--- src/rtl/tdm_pkg.sv ---
`timescale 1ns/1ps
package tdm_pkg;

  // log2 of clocks per bit for a layout code; codes beyond the widest clamp
  function automatic int rate_shift(int mode, int pin_lg);
    int m;
    m = (mode > pin_lg) ? pin_lg : mode;
    return pin_lg - m;
  endfunction

  // live streams equal clocks per bit: capacity is constant
  function automatic int stream_count(int mode, int pin_lg);
    return 1 << rate_shift(mode, pin_lg);
  endfunction

  function automatic int slot_of(int pos, int shft);
    return pos >> (shft + 3);
  endfunction

  function automatic int bit_of(int pos, int shft);
    return (pos >> shft) & 7;
  endfunction

  function automatic int phase_of(int pos, int shft);
    return pos & ((1 << shft) - 1);
  endfunction

endpackage

--- src/rtl/tdm_frame_timer.sv ---
`timescale 1ns/1ps
module tdm_frame_timer #(
  parameter int FRAME_CLKS = 1024,
  localparam int POS_W = $clog2(FRAME_CLKS)
) (
  input  logic             clk,
  input  logic             rst_n,
  input  logic             frame_start,
  output logic [POS_W-1:0] pos,
  output logic             go
);
  logic [POS_W-1:0] pos_q;
  logic             run_q;

  assign pos = frame_start ? '0 : pos_q;
  assign go  = frame_start | run_q;

  always_ff @(posedge clk) begin
    if (!rst_n) begin
      pos_q <= '0;
      run_q <= 1'b0;
    end else begin
      if (frame_start) run_q <= 1'b1;
      pos_q <= (pos == POS_W'(FRAME_CLKS - 1)) ? '0 : pos + 1'b1;
    end
  end

  // strobe restarts the count
  a_r1_restart: assert property (@(posedge clk) disable iff (!rst_n)
    frame_start |=> (pos_q == POS_W'(1)));
  // free-running wrap at the frame length
  a_r1_wrap: assert property (@(posedge clk) disable iff (!rst_n)
    (pos == POS_W'(FRAME_CLKS - 1)) |=> (pos == '0));
endmodule

--- src/rtl/tdm_mode_latch.sv ---
`timescale 1ns/1ps
module tdm_mode_latch #(
  parameter int MODE_W = 2
) (
  input  logic              clk,
  input  logic              rst_n,
  input  logic              frame_start,
  input  logic [MODE_W-1:0] mode_in,
  output logic [MODE_W-1:0] mode_act
);
  logic [MODE_W-1:0] mode_q;

  // the new layout already governs the strobe clock itself
  assign mode_act = frame_start ? mode_in : mode_q;

  always_ff @(posedge clk) begin
    if (!rst_n)           mode_q <= '0;
    else if (frame_start) mode_q <= mode_in;
  end

  // layout frozen between strobes
  a_r6_hold: assert property (@(posedge clk) disable iff (!rst_n)
    !frame_start |=> (frame_start || $stable(mode_act)));
endmodule

--- src/rtl/tdm_rx_path.sv ---
`timescale 1ns/1ps
module tdm_rx_path
  import tdm_pkg::*;
#(
  parameter int NUM_PINS = 4,
  parameter int POS_W    = 10,
  parameter int SLOT_W   = 7,
  parameter int STRM_W   = 2,
  parameter int MODE_W   = 2,
  parameter int PIN_LG   = 2
) (
  input  logic              clk,
  input  logic              rst_n,
  input  logic              go,
  input  logic [POS_W-1:0]  pos,
  input  logic [MODE_W-1:0] mode,
  input  logic [NUM_PINS-1:0] rx_pin,
  output logic              rx_valid,
  output logic [7:0]        rx_byte,
  output logic [STRM_W-1:0] rx_stream,
  output logic [SLOT_W-1:0] rx_slot
);
  int                 shv;
  logic               sample;
  logic               byte_done;
  logic [NUM_PINS-1:0] live;
  logic [NUM_PINS-1:0] pend_q;
  logic [SLOT_W-1:0]  slot_q;
  logic [STRM_W-1:0]  idx;
  logic [6:0]         shr_q  [NUM_PINS];
  logic [7:0]         hold_q [NUM_PINS];

  always_comb begin
    shv       = rate_shift(int'(mode), PIN_LG);
    sample    = go && (phase_of(int'(pos), shv) == ((1 << shv) - 1));
    byte_done = sample && (bit_of(int'(pos), shv) == 7);
    for (int i = 0; i < NUM_PINS; i++)
      live[i] = (i < stream_count(int'(mode), PIN_LG));
  end

  for (genvar g = 0; g < NUM_PINS; g++) begin : g_lane
    always_ff @(posedge clk) begin
      if (!rst_n) begin
        shr_q[g]  <= '0;
        hold_q[g] <= '0;
      end else if (sample && live[g]) begin
        shr_q[g] <= {shr_q[g][5:0], rx_pin[g]};
        if (byte_done) hold_q[g] <= {shr_q[g], rx_pin[g]};
      end
    end
  end

  // lowest pending lane goes out first
  always_comb begin
    idx = '0;
    for (int i = NUM_PINS - 1; i >= 0; i--)
      if (pend_q[i]) idx = STRM_W'(i);
  end

  always_ff @(posedge clk) begin
    if (!rst_n) begin
      pend_q <= '0;
      slot_q <= '0;
    end else if (byte_done) begin
      pend_q <= live;
      slot_q <= SLOT_W'(slot_of(int'(pos), shv));
    end else if (rx_valid) begin
      pend_q[idx] <= 1'b0;
    end
  end

  assign rx_valid  = |pend_q;
  assign rx_stream = idx;
  assign rx_byte   = hold_q[idx];
  assign rx_slot   = slot_q;

  // previous slot fully handed out before the next completes
  a_r4_no_overrun: assert property (@(posedge clk) disable iff (!rst_n)
    byte_done |-> (pend_q == '0));
  // back-to-back hand-out climbs by one stream
  a_r4_ascending: assert property (@(posedge clk) disable iff (!rst_n)
    (rx_valid && $past(rx_valid)) |-> (rx_stream == $past(rx_stream) + 1'b1));
endmodule

--- src/rtl/tdm_tx_path.sv ---
`timescale 1ns/1ps
module tdm_tx_path
  import tdm_pkg::*;
#(
  parameter int NUM_PINS = 4,
  parameter int POS_W    = 10,
  parameter int SLOT_W   = 7,
  parameter int MODE_W   = 2,
  parameter int PIN_LG   = 2
) (
  input  logic                  clk,
  input  logic                  rst_n,
  input  logic                  go,
  input  logic [POS_W-1:0]      pos,
  input  logic [MODE_W-1:0]     mode,
  input  logic [NUM_PINS*8-1:0] tx_data,
  output logic                  tx_fetch,
  output logic [SLOT_W-1:0]     tx_slot,
  output logic [NUM_PINS-1:0]   tx_pin,
  output logic [NUM_PINS-1:0]   tx_oe
);
  int                  shv;
  logic                bit_start;
  logic                slot_start;
  logic [NUM_PINS-1:0] live;
  logic [6:0]          sr_q [NUM_PINS];

  always_comb begin
    shv        = rate_shift(int'(mode), PIN_LG);
    bit_start  = go && (phase_of(int'(pos), shv) == 0);
    slot_start = bit_start && (bit_of(int'(pos), shv) == 0);
    for (int i = 0; i < NUM_PINS; i++)
      live[i] = (i < stream_count(int'(mode), PIN_LG));
  end

  assign tx_fetch = slot_start;
  assign tx_slot  = SLOT_W'(slot_of(int'(pos), shv));

  for (genvar g = 0; g < NUM_PINS; g++) begin : g_lane
    always_ff @(posedge clk) begin
      if (!rst_n) begin
        sr_q[g]   <= '0;
        tx_pin[g] <= 1'b0;
        tx_oe[g]  <= 1'b0;
      end else begin
        tx_oe[g] <= go && live[g];
        if (slot_start) begin
          tx_pin[g] <= tx_data[g*8+7];
          sr_q[g]   <= tx_data[g*8 +: 7];
        end else if (bit_start) begin
          tx_pin[g] <= sr_q[g][6];
          sr_q[g]   <= {sr_q[g][5:0], 1'b0};
        end
      end
    end
  end

  // MSB of the fetched lane-0 byte leads the slot
  a_r8_msb_first: assert property (@(posedge clk) disable iff (!rst_n)
    tx_fetch |=> (tx_pin[0] == $past(tx_data[7])));
  // enabled pins form a contiguous run from pin 0
  a_r9_oe_prefix: assert property (@(posedge clk) disable iff (!rst_n)
    ((tx_oe + 1'b1) & tx_oe) == '0);
endmodule

--- src/rtl/tdm_port_group.sv ---
`timescale 1ns/1ps
module tdm_port_group #(
  parameter int NUM_PINS    = 4,
  parameter int FRAME_SLOTS = 128,
  localparam int PIN_LG     = $clog2(NUM_PINS),
  localparam int MODE_W     = (PIN_LG < 1) ? 1 : $clog2(PIN_LG + 1),
  localparam int STRM_W     = (PIN_LG < 1) ? 1 : PIN_LG,
  localparam int SLOT_W     = $clog2(FRAME_SLOTS),
  localparam int FRAME_CLKS = FRAME_SLOTS * 8,
  localparam int POS_W      = $clog2(FRAME_CLKS)
) (
  input  logic                  clk,
  input  logic                  rst_n,
  input  logic                  frame_start,
  input  logic [MODE_W-1:0]     rx_mode,
  input  logic [MODE_W-1:0]     tx_mode,
  input  logic [NUM_PINS-1:0]   rx_pin,
  output logic                  rx_valid,
  output logic [7:0]            rx_byte,
  output logic [STRM_W-1:0]     rx_stream,
  output logic [SLOT_W-1:0]     rx_slot,
  output logic                  tx_fetch,
  output logic [SLOT_W-1:0]     tx_slot,
  input  logic [NUM_PINS*8-1:0] tx_data,
  output logic [NUM_PINS-1:0]   tx_pin,
  output logic [NUM_PINS-1:0]   tx_oe
);
  logic [POS_W-1:0]  pos;
  logic              go;
  logic [MODE_W-1:0] rx_mode_act;
  logic [MODE_W-1:0] tx_mode_act;

  tdm_frame_timer #(.FRAME_CLKS(FRAME_CLKS)) u_timer (
    .clk(clk), .rst_n(rst_n), .frame_start(frame_start), .pos(pos), .go(go));

  tdm_mode_latch #(.MODE_W(MODE_W)) u_rx_mode (
    .clk(clk), .rst_n(rst_n), .frame_start(frame_start),
    .mode_in(rx_mode), .mode_act(rx_mode_act));

  tdm_mode_latch #(.MODE_W(MODE_W)) u_tx_mode (
    .clk(clk), .rst_n(rst_n), .frame_start(frame_start),
    .mode_in(tx_mode), .mode_act(tx_mode_act));

  tdm_rx_path #(
    .NUM_PINS(NUM_PINS), .POS_W(POS_W), .SLOT_W(SLOT_W),
    .STRM_W(STRM_W), .MODE_W(MODE_W), .PIN_LG(PIN_LG)
  ) u_rx (
    .clk(clk), .rst_n(rst_n), .go(go), .pos(pos), .mode(rx_mode_act),
    .rx_pin(rx_pin), .rx_valid(rx_valid), .rx_byte(rx_byte),
    .rx_stream(rx_stream), .rx_slot(rx_slot));

  tdm_tx_path #(
    .NUM_PINS(NUM_PINS), .POS_W(POS_W), .SLOT_W(SLOT_W),
    .MODE_W(MODE_W), .PIN_LG(PIN_LG)
  ) u_tx (
    .clk(clk), .rst_n(rst_n), .go(go), .pos(pos), .mode(tx_mode_act),
    .tx_data(tx_data), .tx_fetch(tx_fetch), .tx_slot(tx_slot),
    .tx_pin(tx_pin), .tx_oe(tx_oe));

  // nothing moves before the first strobe
  a_r10_idle: assert property (@(posedge clk) disable iff (!rst_n)
    !go |-> (!rx_valid && !tx_fetch));
endmodule

--- config.mk ---
export PLATFORM = sky130hd
export DESIGN_NAME = tdm_port_group
export DESIGN_NICKNAME = d
export VERILOG_FILES = /design/src/rtl/tdm_pkg.sv /design/src/rtl/tdm_frame_timer.sv /design/src/rtl/tdm_mode_latch.sv /design/src/rtl/tdm_rx_path.sv /design/src/rtl/tdm_tx_path.sv /design/src/rtl/tdm_port_group.sv
export SDC_FILE = /design/constraint.sdc
export NUM_CORES = 1
export LEC_CHECK = 0
export BUFFER_PORTS_ARGS = -buffer_cell sky130_fd_sc_hd__buf_2
export CAP_MARGIN = 20
export CORE_MARGIN = 5
export CORE_UTILIZATION = 50
export CTS_CLUSTER_DIAMETER = 120
export DETAILED_ROUTE_END_ITERATION = 8
export PLACE_DENSITY = 0.7
export SLEW_MARGIN = 20
export SYNTH_ARGS = -nofsm -noshare
export SYNTH_HDL_FRONTEND = slang
export SYNTH_SLANG_ARGS = --single-unit
export TNS_END_PERCENT = 50
--- constraint.sdc ---
create_clock -name clk -period 3.91 [get_ports clk]
set_input_delay 0.1955 -clock clk [delete_from_list [all_inputs] [get_ports clk]]
set_output_delay 0.1955 -clock clk [all_outputs]
set_load 0.01 [all_outputs]
==> impl_metrics.ini <==
[run_status]
status = complete, no violations

[critical_path]
cp_max_fo = 9
rr_worst_depth = 4
arrival_ns = 2.63
worstReg2RegStart = u_tx_mode.mode_q[1]
crit_start = u_rx.pend_q[2]
crit_required_ns = 3.71
rrSetupSlack_ns = 1.40
worstReg2RegEnd = u_tx.sr_q[0][5]
criticalPathCategory = flop to output port
end_kind = output port
critPathLaunchType = flop

[cts]
root_buffer = clkbuf_8
cts.sinks = 121
cts_inserted_buffers = 17
cts_resized = 0
tritoncts = built
insertion_delay_ns = 0.51
clk_pin_slew_ns = 0.06
cts_max_path_buffers = 2
htreeDepth = 4

[placement]
hpwl_um = 7490
io_buffer_count = 76
dpl-instance-area_mm2 = 0.00592
routabilityCongestion = 0.779
dpl_worst_slack_ns = 1.39

[sta]
timing.hold.ws_ns = 0.00828
finalSetupViolCount = 0
finalHoldViolCount = 0
min_period_over_period_pct = 72.2
setup_ws_ns = 1.09
tns_ns = 0
min_period_ns = 2.82
slew-limit-headroom_pct = 34.0
drv_slew = 0
skew_ns = 0.00977
worst_pin_slew_ns = 0.991
rsz0062_at_grt = false
max_freq_ghz = 0.354

[die]
io_pins = 77
die_area_mm2 = 0.0132
rows = 38
die_w_um = 115
start_util_pct = 51.0
core_mm2 = 0.0108
die_height_um = 115

[synthesis]
synth_nets = 518
synth_ff_type = edfxtp_1
synth_edf_count = 88
netlist_area_mm2 = 0.00550
synth_cell_types = 44
yosys_warnings = 0
postSynth.asyncResetShare_pct = 0
yosysSeqAreaShare_pct = 60.0
synth.ff_latch_count = 121
avgSynthCellArea_um2 = 11.6
syn_inst = 474

[cells_and_area]
drive_gt1_share_pct = 21.1
nets = 609
fin_area_mm2 = 0.00674
areaGrowthSynthToFinish_pct = 22.5

[global_route]
antenna_found_initial = 0
grt.overflow.total = 0
grt_pass1_wl_um = 18200
grt_pass1_vias = 3755
track_usage_pct = 17.8
grt_max_degree = 31

[drt]
drt_pass1_iterations = 4
post-route-drc-count = 0
viasPerCell = 5.14
drt_iter0_markers = 243
ant_nets = 0
totalWireLength_um = 11200
via_count = 3694
wl_per_cell_um = 15.5

[power]
swShare_pct = 21.8
netSwitchingPower_uw = 690
power.internal_mw = 2.48
total_power_mw = 3.17
vdd_drop_max_uv = 350
clkPwrFrac_pct = 46.7
p_per_area_mw_per_mm2 = 470
seqPwrFrac_pct = 46.9
p_leak_nw = 2.96
combPwrFrac_pct = 6.3

[worst_hold_path]
min-delay-start = tx_data[31]
holdPathStages = 3
hold_path.class = input pin to flop
hold_end = u_tx.tx_pin[3]

[job]
maxCapViolations = 0
## cell usage in the layout (no fill, tap or decap), types with 2 or more instances in the layout
cell type | netlist | routed
a21oi_1 | 26 | 26
a221o_1 | 8 | 8
and2_1 | 41 | 41
and3_1 | 27 | 27
buf_2 | 7 | 76
buf_4 | 7 | 6
bufinv_16 | 0 | 2
clkbuf_1 | 16 | 2
clkbuf_16 | 0 | 16
clkbuf_8 | 0 | 3
clkinv_2 | 0 | 3
clkinvlp_4 | 0 | 4
dfxtp_1 | 33 | 33
dlygate4sd3_1 | 0 | 24
edfxtp_1 | 88 | 88
inv_1 | 8 | 8
mux2i_1 | 53 | 53
nand2_1 | 17 | 16
nand2b_1 | 2 | 2
nand3_1 | 12 | 12
nand3b_1 | 2 | 2
nor2_1 | 64 | 64
nor2b_1 | 8 | 8
nor3_1 | 6 | 6
o2111ai_1 | 2 | 2
o21ai_0 | 14 | 13
o21ai_1 | 2 | 3
or2_2 | 2 | 2
xnor2_1 | 4 | 4
xor2_1 | 3 | 3
## through the flow
stage | instances | util, %
3_3_place_gp | 662 | 54.8
6_report | 719 | 62.5
3_5_place_dp | 662 | 54.8
2_1_floorplan | 474 | -
4_1_cts | 718 | 62.4
5_1_grt | 718 | 62.4
## worst max-delay path, stage by stage, from the launching register on
cell and delay, ns:
dfxtp_1 0.35, nand2b_1 0.18, a21oi_1 0.77, mux2i_1 0.32, a21oi_1 0.08, a221o_1 0.29, buf_2 0.14
## worst max-delay path by stage
stage / endpoint / slack [ns] / cells past startpoint
3_5_place_dp: u_tx.sr_q[3][2] / 1.39 / 3
3_3_place_gp: u_tx.sr_q[3][1] / 1.49 / 3
6_report: rx_byte[0] / 1.09 / 6
2_1_floorplan: u_rx.hold_q[2][0] / 1.16 / 5
5_1_grt: rx_byte[2] / 0.86 / 6
4_1_cts: rx_byte[1] / 1.04 / 6
## layer usage
metal	vias up	track usage (%)	wire length, um
met3	8	5.21	529
li1	1875	-	-
met2	78	28.9	5530
met5	-	0	0
met1	1733	22.9	5000
met4	0	6.03	105
## cell usage after synthesis (2+ instances only)
cell type,n,area [um^2]
o21ai_1,2,10.0
clkbuf_1,16,60.1
inv_1,8,30.0
nor2b_1,8,50.1
and2_1,41,257
buf_4,7,52.6
a21oi_1,26,130
dfxtp_1,33,661
or2_2,2,12.5
nand3_1,12,60.1
mux2i_1,53,531
edfxtp_1,88,2640
buf_2,7,35.0
a221o_1,8,80.1
xnor2_1,4,35.0
buf_6,3,33.8
nand2b_1,2,12.5
nand3b_1,2,15.0
o2111ai_1,2,17.5
o21ai_0,14,70.1
and3_1,27,169
xor2_1,3,26.3
nor2_1,64,240
nand2_1,17,63.8
nor3_1,6,30.0
## registers in the layout, indices dropped and copies added (netlist names)
name	cells
u_rx.hold_q	32
u_rx.pend_q	4
u_rx.rx_slot	7
u_rx.shr_q	28
u_rx_mode.mode_q	2
u_timer.pos_q	10
u_timer.run_q	1
u_tx.sr_q	28
u_tx.tx_oe	3
u_tx.tx_pin	4
u_tx_mode.mode_q	2
## power groups by stage
stage	clock network [mW]	registers, mW	logic (mW)
floorplan	0	1.50	0.134
global route	1.56	1.50	0.224
finish	1.48	1.49	0.201
global placement	0	1.51	0.177
CTS	1.50	1.49	0.202
detailed placement	0	1.51	0.182
## layout make-up
type / instances / area (um^2)
fill: 861 / 4050
tap: 140 / 175
clock buffer: 21 / 449
inverter: 8 / 30.0
antenna: 1 / 2.50
timing repair buffer: 106 / 666
clock inverter: 11 / 123
multi-input combinational: 311 / 1990
sequential: 121 / 3300
## repair_timing
action                                  CTS  global route
hold buffers                             24             0
hold endpoints to repair                 27             0
endpoints found under the setup margin    0             0
buffers inserted                          0             0
## cells by family (layout without fill, tap and decap cells)
kind of cell    count (synthesis)  after routing  synth area share, %
compound gates                 62             62                 7.43
xor+xnor                        7              7                 1.11
fa+ha+maj                       1              1                0.227
buf+inv                        42            146                 3.91
flops                         121            121                 60.0
mux                            54             54                 9.84
other cells                     0              1                    0
simple gates                  187            187                 17.5
No activity file was read; power rests on OpenSTA's default activity.
